File: config.mk
export PLATFORM = sky130hd
export DESIGN_NAME = regbank_axil
export DESIGN_NICKNAME = d
export VERILOG_FILES = /design/src/rtl/regbank_pkg.sv /design/src/rtl/regbank_wr_port.sv /design/src/rtl/regbank_rd_port.sv /design/src/rtl/regbank_cell.sv /design/src/rtl/regbank_axil.sv
export SDC_FILE = /design/constraint.sdc
export NUM_CORES = 1
export LEC_CHECK = 0
export BUFFER_PORTS_ARGS = -buffer_cell sky130_fd_sc_hd__buf_2
export CAP_MARGIN = 20
export CORE_AREA = 2 2 354 356
export CTS_CLUSTER_SIZE = 28
export DETAILED_ROUTE_END_ITERATION = 8
export DIE_AREA = 0 0 356 358
export PLACE_DENSITY = 0.35
export SLEW_MARGIN = 10
export SYNTH_ARGS = -nofsm -noshare
export SYNTH_HDL_FRONTEND = slang
export SYNTH_HIERARCHICAL = 1
export SYNTH_SLANG_ARGS = --single-unit
File: constraint.sdc
create_clock -name clk -period 2.3 [get_ports clk]
set_input_delay 0.345 -clock clk [delete_from_list [all_inputs] [get_ports clk]]
set_output_delay 0.345 -clock clk [all_outputs]
set_load 0.005 [all_outputs]
File: src/rtl/regbank_pkg.sv
package regbank_pkg;

    localparam int DATA_W          = 32;
    localparam int LANE_W          = 8;
    localparam int STRB_W          = DATA_W / LANE_W;
    localparam int ADDR_W          = 32;
    localparam int SEL_BIT         = 28;
    localparam int REGS_PER_REGION = 4;
    localparam int IDX_W           = $clog2(REGS_PER_REGION);
    localparam int NUM_REGS        = 2 * REGS_PER_REGION;
    localparam int GIDX_W          = IDX_W + 1;
    localparam int WORD_LSB        = $clog2(STRB_W);

    typedef enum logic [2:0] {
        ATTR_RO   = 3'd0,
        ATTR_RW   = 3'd1,
        ATTR_RW1C = 3'd2,
        ATTR_RWC  = 3'd3,
        ATTR_W1C  = 3'd4,
        ATTR_W1S  = 3'd5
    } attr_e;

    typedef logic [NUM_REGS-1:0][DATA_W-1:0][2:0] attr_map_t;
    typedef logic [NUM_REGS-1:0][DATA_W-1:0]      word_arr_t;

    typedef struct packed {
        logic              vld;
        logic [ADDR_W-1:0] addr;
        logic [DATA_W-1:0] data;
        logic [STRB_W-1:0] strb;
    } wr_req_t;

    typedef struct packed {
        logic              hit;
        logic [GIDX_W-1:0] idx;
    } dec_t;

    function automatic dec_t decode(input logic [ADDR_W-1:0] a);
        dec_t d;
        d.idx = {a[SEL_BIT], a[WORD_LSB +: IDX_W]};
        d.hit = (a[SEL_BIT-1:WORD_LSB+IDX_W] == '0);
        return d;
    endfunction

    function automatic attr_e attr_of(input int g, input int b);
        case (g)
            0:       return ATTR_RW;
            1:       return (b < 16) ? ATTR_RW1C : ATTR_RO;
            2:       return ATTR_RWC;
            3:       return (b < 8) ? ATTR_W1C : ((b < 16) ? ATTR_W1S : ATTR_RW);
            4:       return ATTR_RW;
            5:       return ATTR_RO;
            6:       return ATTR_W1S;
            default: return ATTR_W1C;
        endcase
    endfunction

    function automatic attr_map_t default_attrs();
        attr_map_t m;
        for (int g = 0; g < NUM_REGS; g++) begin
            for (int b = 0; b < DATA_W; b++) begin
                m[g][b] = attr_of(g, b);
            end
        end
        return m;
    endfunction

    function automatic word_arr_t default_resets();
        word_arr_t r;
        r    = '0;
        r[0] = 32'h0000_00A5;
        r[2] = 32'h0000_0001;
        r[3] = 32'h5A5A_000C;
        r[4] = 32'h0000_1234;
        r[7] = 32'h0000_00FF;
        return r;
    endfunction

    function automatic word_arr_t stored_mask(input attr_map_t m);
        word_arr_t k;
        for (int g = 0; g < NUM_REGS; g++) begin
            for (int b = 0; b < DATA_W; b++) begin
                k[g][b] = (m[g][b] != ATTR_RO);
            end
        end
        return k;
    endfunction

endpackage

File: src/rtl/regbank_wr_port.sv
module regbank_wr_port
    import regbank_pkg::*;
(
    input  logic              clk,
    input  logic              rst,
    input  logic [ADDR_W-1:0] awaddr,
    input  logic              awvalid,
    output logic              awready,
    input  logic [DATA_W-1:0] wdata,
    input  logic [STRB_W-1:0] wstrb,
    input  logic              wvalid,
    output logic              wready,
    output logic [1:0]        bresp,
    output logic              bvalid,
    input  logic              bready,
    output wr_req_t           req
);

    logic              aw_held, w_held;
    logic [ADDR_W-1:0] addr_q;
    logic [DATA_W-1:0] data_q;
    logic [STRB_W-1:0] strb_q;
    logic              commit;

    assign awready = !aw_held && !bvalid;
    assign wready  = !w_held && !bvalid;
    assign commit  = aw_held && w_held;
    assign bresp   = 2'b00;

    always_ff @(posedge clk) begin
        if (rst) begin
            aw_held <= 1'b0;
            w_held  <= 1'b0;
            bvalid  <= 1'b0;
            addr_q  <= '0;
            data_q  <= '0;
            strb_q  <= '0;
        end else begin
            if (awvalid && awready) begin
                aw_held <= 1'b1;
                addr_q  <= awaddr;
            end
            if (wvalid && wready) begin
                w_held <= 1'b1;
                data_q <= wdata;
                strb_q <= wstrb;
            end
            if (commit) begin
                aw_held <= 1'b0;
                w_held  <= 1'b0;
                bvalid  <= 1'b1;
            end else if (bvalid && bready) begin
                bvalid <= 1'b0;
            end
        end
    end

    always_comb begin
        req.vld  = commit;
        req.addr = addr_q;
        req.data = data_q;
        req.strb = strb_q;
    end

endmodule

File: src/rtl/regbank_rd_port.sv
module regbank_rd_port
    import regbank_pkg::*;
(
    input  logic              clk,
    input  logic              rst,
    input  logic [ADDR_W-1:0] araddr,
    input  logic              arvalid,
    output logic              arready,
    output logic [DATA_W-1:0] rdata,
    output logic [1:0]        rresp,
    output logic              rvalid,
    input  logic              rready,
    input  word_arr_t         rd_words
);

    dec_t              rdec;
    logic [DATA_W-1:0] sel_word;
    logic              unused_rd_addr;

    assign rdec           = decode(araddr);
    assign sel_word       = rdec.hit ? rd_words[rdec.idx] : '0;
    assign arready        = !rvalid;
    assign rresp          = 2'b00;
    assign unused_rd_addr = ^{araddr[ADDR_W-1:SEL_BIT+1], araddr[WORD_LSB-1:0]};

    always_ff @(posedge clk) begin
        if (rst) begin
            rvalid <= 1'b0;
            rdata  <= '0;
        end else if (arvalid && arready) begin
            rvalid <= 1'b1;
            rdata  <= sel_word;
        end else if (rvalid && rready) begin
            rvalid <= 1'b0;
        end
    end

endmodule

File: src/rtl/regbank_cell.sv
module regbank_cell
    import regbank_pkg::*;
#(
    parameter logic [DATA_W-1:0][2:0] ATTR = '0,
    parameter logic [DATA_W-1:0]      RST  = '0
) (
    input  logic              clk,
    input  logic              rst,
    input  logic              we,
    input  logic [DATA_W-1:0] wdata,
    input  logic [STRB_W-1:0] wstrb,
    input  logic [DATA_W-1:0] hw_evt,
    input  logic [DATA_W-1:0] hw_ro,
    output logic [DATA_W-1:0] q,
    output logic [DATA_W-1:0] rd
);

    for (genvar b = 0; b < DATA_W; b++) begin : g_bit
        logic lane_we;
        assign lane_we = we && wstrb[b / LANE_W];

        if (ATTR[b] == ATTR_RO) begin : g_ro
            logic unused_ro;
            assign unused_ro = ^{lane_we, wdata[b], hw_evt[b]};
            assign q[b]  = 1'b0;
            assign rd[b] = hw_ro[b];
        end else if (ATTR[b] == ATTR_RW) begin : g_rw
            logic st, unused_rw;
            assign unused_rw = ^{hw_evt[b], hw_ro[b]};
            always_ff @(posedge clk) begin
                if (rst)          st <= RST[b];
                else if (lane_we) st <= wdata[b];
            end
            assign q[b]  = st;
            assign rd[b] = st;
        end else if (ATTR[b] == ATTR_RWC) begin : g_rwc
            logic st, unused_rwc;
            assign unused_rwc = ^{wdata[b], hw_ro[b]};
            always_ff @(posedge clk) begin
                if (rst)            st <= RST[b];
                else if (hw_evt[b]) st <= 1'b1;
                else if (lane_we)   st <= 1'b0;
            end
            assign q[b]  = st;
            assign rd[b] = st;
        end else if (ATTR[b] == ATTR_W1S) begin : g_w1s
            logic st, unused_w1s;
            assign unused_w1s = hw_ro[b];
            always_ff @(posedge clk) begin
                if (rst)                      st <= RST[b];
                else if (lane_we && wdata[b]) st <= 1'b1;
                else if (hw_evt[b])           st <= 1'b0;
            end
            assign q[b]  = st;
            assign rd[b] = 1'b0;
        end else begin : g_clr
            logic st, unused_clr;
            assign unused_clr = hw_ro[b];
            always_ff @(posedge clk) begin
                if (rst)                      st <= RST[b];
                else if (hw_evt[b])           st <= 1'b1;
                else if (lane_we && wdata[b]) st <= 1'b0;
            end
            assign q[b]  = st;
            assign rd[b] = (ATTR[b] == ATTR_RW1C) ? st : 1'b0;
        end
    end

endmodule

File: src/rtl/regbank_axil.sv
module regbank_axil
    import regbank_pkg::*;
#(
    parameter attr_map_t ATTR_MAP = default_attrs(),
    parameter word_arr_t RST_VAL  = default_resets()
) (
    input  logic              clk,
    input  logic              rst,
    input  logic [ADDR_W-1:0] s_awaddr,
    input  logic              s_awvalid,
    output logic              s_awready,
    input  logic [DATA_W-1:0] s_wdata,
    input  logic [STRB_W-1:0] s_wstrb,
    input  logic              s_wvalid,
    output logic              s_wready,
    output logic [1:0]        s_bresp,
    output logic              s_bvalid,
    input  logic              s_bready,
    input  logic [ADDR_W-1:0] s_araddr,
    input  logic              s_arvalid,
    output logic              s_arready,
    output logic [DATA_W-1:0] s_rdata,
    output logic [1:0]        s_rresp,
    output logic              s_rvalid,
    input  logic              s_rready,
    input  word_arr_t         hw_evt,
    input  word_arr_t         hw_ro,
    output word_arr_t         reg_q
);

    wr_req_t   wreq;
    dec_t      wdec;
    word_arr_t rd_words;
    logic      unused_wr_addr;

    assign wdec           = decode(wreq.addr);
    assign unused_wr_addr = ^{wreq.addr[ADDR_W-1:SEL_BIT+1], wreq.addr[WORD_LSB-1:0]};

    regbank_wr_port u_wr (
        .clk     (clk),
        .rst     (rst),
        .awaddr  (s_awaddr),
        .awvalid (s_awvalid),
        .awready (s_awready),
        .wdata   (s_wdata),
        .wstrb   (s_wstrb),
        .wvalid  (s_wvalid),
        .wready  (s_wready),
        .bresp   (s_bresp),
        .bvalid  (s_bvalid),
        .bready  (s_bready),
        .req     (wreq)
    );

    for (genvar g = 0; g < NUM_REGS; g++) begin : g_reg
        logic sel_we;
        assign sel_we = wreq.vld && wdec.hit && (wdec.idx == GIDX_W'(g));

        regbank_cell #(
            .ATTR (ATTR_MAP[g]),
            .RST  (RST_VAL[g])
        ) u_cell (
            .clk    (clk),
            .rst    (rst),
            .we     (sel_we),
            .wdata  (wreq.data),
            .wstrb  (wreq.strb),
            .hw_evt (hw_evt[g]),
            .hw_ro  (hw_ro[g]),
            .q      (reg_q[g]),
            .rd     (rd_words[g])
        );
    end

    regbank_rd_port u_rd (
        .clk      (clk),
        .rst      (rst),
        .araddr   (s_araddr),
        .arvalid  (s_arvalid),
        .arready  (s_arready),
        .rdata    (s_rdata),
        .rresp    (s_rresp),
        .rvalid   (s_rvalid),
        .rready   (s_rready),
        .rd_words (rd_words)
    );

endmodule

-- Word-level counts from Yosys, hierarchy flattened
Cells that the tools add are included.
- register bits after elaboration: 309
- input port bits: 619
- output and inout port bits: 297
- order comparisons: 1
- equal/unequal tests: 6
- muxes and demuxes: 214
- reduce and logical (&&, ||, !) cells: 276
- operators by type and width (operator ; count):
    $reduce_bool A2 Y1 ; 119
    $mux W1 ; 211
    $logic_and A1 B1 Y1 ; 138
    $bmux W32 S3 ; 1
    $mux W32 ; 2
    $logic_not A24 Y1 ; 2
    $reduce_or A2 Y1 ; 12
    $eq A3 B3 Y1 const B ; 3
    $eq A3 B2 Y1 const B ; 2
    $logic_not A1 Y1 ; 4
    $lt A3 B4 Y1 const B ; 1
    $eq A3 B1 Y1 const B ; 1
    $logic_not A3 Y1 ; 1

-- Depth between registers and ports, before layout
- depth after elaboration: 7
- mapped depth: 11

-- By module
Netlist, hierarchy kept.
- modules (own cells, without submodules) (module ; instances ; cells each ; area each (um^2) ; sequential area each (um^2)):
    regbank_wr_port ; 1 ; 314 ; 3251.9 ; 1421.4
    regbank_rd_port ; 1 ; 272 ; 3140.5 ; 660.6
    regbank_cell at g_reg[0].u_cell ; 1 ; 206 ; 1861.8 ; 640.6
    regbank_cell at g_reg[4].u_cell ; 1 ; 205 ; 1843.0 ; 640.6
    regbank_cell at g_reg[3].u_cell ; 1 ; 195 ; 1737.9 ; 640.6
    regbank_cell at g_reg[7].u_cell ; 1 ; 192 ; 1722.9 ; 640.6
    regbank_cell at g_reg[6].u_cell ; 1 ; 203 ; 1719.1 ; 640.6
    regbank_cell at g_reg[2].u_cell ; 1 ; 166 ; 1702.9 ; 640.6
    regbank_cell at g_reg[1].u_cell ; 1 ; 132 ; 1197.4 ; 320.3
    regbank_cell at g_reg[5].u_cell ; 1 ; 65 ; 484.2 ; 0.0
    regbank_axil ; 1 ; 27 ; 183.9 ; 0.0

-- Worst setup path after synthesis
Ideal clock, no wire load.
- kind: reg-to-reg
- start: reg u_wr.aw_held
- end: reg g_reg[3].u_cell.g_bit[2].g_clr.st
- data arrival time: 2.111 ns
- data required time: 2.180 ns
- path slack: 0.069 ns
- stages on the path, launching flop included: 10
- buffers on the path: 2
- clock period less this slack: 2.231 ns
- cell sequence: dfxtp_1 nand2_1 inv_1 buf_4 nor4b_1 nand2_1 nor4_1 buf_4 nand3_1 a211o_1
- cells in the longest elaborated chain, start to end: 5
- ends and longest elaborated chain (item ; line ; RTL):
    start: declaration ; regbank_wr_port.sv:19 ; logic aw_held, w_held;
    start signal: assignment ; regbank_wr_port.sv:32 ; aw_held <= 1'b0;
    start signal: assignment ; regbank_wr_port.sv:40 ; aw_held <= 1'b1;
    start signal: assignment ; regbank_wr_port.sv:49 ; aw_held <= 1'b0;
    $logic_and A1 B1 Y1 ; regbank_wr_port.sv:27 ; assign commit = aw_held && w_held;
    via u_wr.commit ; regbank_wr_port.sv:23 ; logic commit;
    $logic_and A1 B1 Y1 (2 in a row) ; regbank_axil.sv:57 ; assign sel_we = wreq.vld && wdec.hit && (wdec.idx == GIDX_W'(g));
    via g_reg[3].sel_we ; regbank_axil.sv:56 ; logic sel_we;
    $logic_and A1 B1 Y1 ; regbank_cell.sv:20 ; assign lane_we = we && wstrb[b / LANE_W];
    $logic_and A1 B1 Y1 ; regbank_cell.sv:62 ; else if (lane_we && wdata[b]) st <= 1'b0;
    end signal: assignment ; regbank_cell.sv:60 ; if (rst) st <= RST[b];
    end: declaration ; regbank_cell.sv:57 ; logic st, unused_clr;
The timed path passes the listed nets, and every way through them passes these cells.
A chain may end at the register's enable or synchronous reset.

-- Final worst setup path
- start: reg u_wr.addr_q[21]
- end: reg g_reg[2].u_cell.g_bit[0].g_rwc.st
- cells in the longest elaborated chain, start to end: 4
- ends and longest elaborated chain (item ; line ; RTL):
    start: declaration ; regbank_wr_port.sv:20 ; logic [ADDR_W-1:0] addr_q;
    start signal: assignment ; regbank_wr_port.sv:41 ; addr_q <= awaddr;
    $logic_not A24 Y1 ; regbank_pkg.sv:41 ; d.hit = (a[SEL_BIT-1:WORD_LSB+IDX_W] == '0);
    $logic_and A1 B1 Y1 (2 in a row) ; regbank_axil.sv:57 ;
    via g_reg[2].sel_we ; regbank_axil.sv:56 ;
    $logic_and A1 B1 Y1 ; regbank_cell.sv:20 ;
    end signal: assignment ; regbank_cell.sv:40 ; if (rst) st <= RST[b];
    end: declaration ; regbank_cell.sv:37 ; logic st, unused_rwc;
The timed path passes the listed nets, and every way through them passes these cells.

==> flow_summary.yaml <==
run:
  maxCapViolCount: 0
critical_path:
  cp_max_fo: 8
  end_kind: "register"
  crit_arrival_ns: 2.76
  crit_type: "register to register"
  startpoint_type: "register"
  cp.required_ns: 2.77
cts:
  cts.clk_slew.worst_paths_ns: 0.06
  cts_tree: "done"
  clockBufferDepth: 3
  cts.sinks: 307
  clk_latency_ns: 0.62
  htreeDepth: 2
  cts_buffers: 44
  cts_root_buf: "clkbuf_16"
drt:
  routed_via_density: 3.62
  drtIter0Drc: 697
  drtAntennaViolNets: 0
  dr.pass1.iters: 5
  wl_per_cell_um: 20.8
  num_vias: 14300
  drt_wl_total_um: 82000
  drc: 0
floorplan:
  rows: 129
  die-area_sq_um: 127000
  dieWidth_um: 356
  start_util: 0.151
  die_height_um: 358
  io_pins: 916
  core-area_sq_um: 123000
global_routing:
  grt_max_degree: 107
  grt_pass1_wl_um: 112000
  track_usage: 0.124
  globalRoute.totalOverflow: 0
  grt_pass1_vias: 14500
  antenna_found_initial: 25
final_layout:
  layout_commonest_cell: "buf_2"
  drive_above_1_share: 0.390
  instances_no_fill: 3951
  stdcell_area_sq_um: 23800
  fin_nets: 2897
  area_delta_synth_final_pct: 27.7
  final_cell_mix: "buf_2, dfxtp_1, dlygate4sd3_1"
pwr:
  p_total_w: 0.0149
  ir_drop_v: 0.000408
  power.density_nw_per_um2: 626
  p_leak_nw: 9.89
synth:
  syn-mean-instance-area_sq_um: 9.52
  syn_inst: 1955
  yosys_warnings: 6
  synth_area_sq_um: 18600
timing:
  rsz0062_at_grt: "true"
  skew_ns: 0.0413
  hold_violations: 0
  slew_viol_final: 0
  setup_viol: 0
  period_share: 0.995
  maxSlewHeadroom: 0.280
  fmax_mhz: 437
  whs_ns: 0.0552
  worst_slew_pin_slew_ns: 1.08
  min_period_ns: 2.29
placed_design:
  port_buffers: 517
  dp_hpwl_um: 62500
  placed_area_sq_um: 20100
  gp_congestion: 0.731
  placed_cells: 3676
hold_path:
  hp-class: "input pin to register"
status:
  status: "finished, final reports clean"
flip-flops by register name, indices dropped and copies added, names as in the netlist, 4 cells and up:
register	cells
u_wr/addr_q	27
u_rd/rdata	32
g.u_cell/g_bit.g_rwc.st	32
g.u_cell/g_bit.g_rw.st	80
u_wr/strb_q	4
g.u_cell/g_bit.g_clr.st	56
g.u_cell/g_bit.g_w1s.st	40
u_wr/data_q	32
cell type report:
class | count | area, sq um
Clock buffer | 62 | 1300
Inverter | 2 | 7.51
Multi-Input combinational cell | 1129 | 8510
Timing Repair Buffer | 794 | 5560
Sequential cell | 307 | 6160
Tap cell | 1637 | 2050
Fill cell | 13800 | 99500
Antenna cell | 6 | 15.0
Clock inverter | 14 | 179
path summary, 6_finish.rpt:
check | start | end | slack (ns) | depth (start not counted)
hold reg to reg | u_rd/rdata[5] | u_rd/rdata[5] | 0.45 | 2
setup / recovery | u_wr/addr_q[21] | g_reg[2].u_cell/g_bit[0].g_rwc.st | 0.01 | 7
hold / removal | hw_evt[110] | g_reg[3].u_cell/g_bit[14].g_w1s.st | 0.06 | 3
setup reg to reg | u_wr/addr_q[21] | g_reg[2].u_cell/g_bit[0].g_rwc.st | 0.01 | 7
metal layers:
metal,vias up,part of all wire,global-route usage
li1,6807,-,-
met1,6847,0.47,0.172
met2,553,0.41,0.178
met3,76,0.10,0.0519
met4,16,0.016,0.0273
met5,-,0.0014,0
critical path: stages (launching register included):
cell and delay (ns):
dfxtp_2 0.31, or3_4 0.40, or4b_4 0.54, nor3_4 0.23, buf_12 0.18, buf_16 0.18, nand2_2 0.06, a211o_1 0.24
report_power, final:
| part | total (W) | switching, W | leakage, nW | internal [W] |
|---|---|---|---|---|
| clock | 0.00713 | 0.00287 | 0.706 | 0.00427 |
| sequential | 0.00587 | 0.000361 | 2.51 | 0.00551 |
| combinational | 0.00188 | 0.000869 | 6.67 | 0.00101 |
| total | 0.0149 | 0.00410 | 9.89 | 0.0108 |
repair_timing:
| item | 4_1_cts | 5_1_grt |
|---|---|---|
| pin swaps | 2 | 20 |
| resized for setup | 11 | 67 |
| setup endpoints to repair | 138 | 88 |
| cloned | 1 | 2 |
| buffers inserted | 1 | 2 |
| hold endpoints to repair | 187 | 0 |
| hold buffers | 187 | 0 |
metrics by stage:
step	setup TNS, ns	setup slack, ns	util
5_1_grt	-1.07	-0.0734	0.193
3_3_place_gp	-12.00	-0.327	0.163
4_1_cts	0	0.000490	0.191
6_report	0	0.0106	0.193
2_1_floorplan	0	0.0858	-
3_5_place_dp	-11.72	-0.287	0.163
No activity file was read; power rests on OpenSTA's default activity.
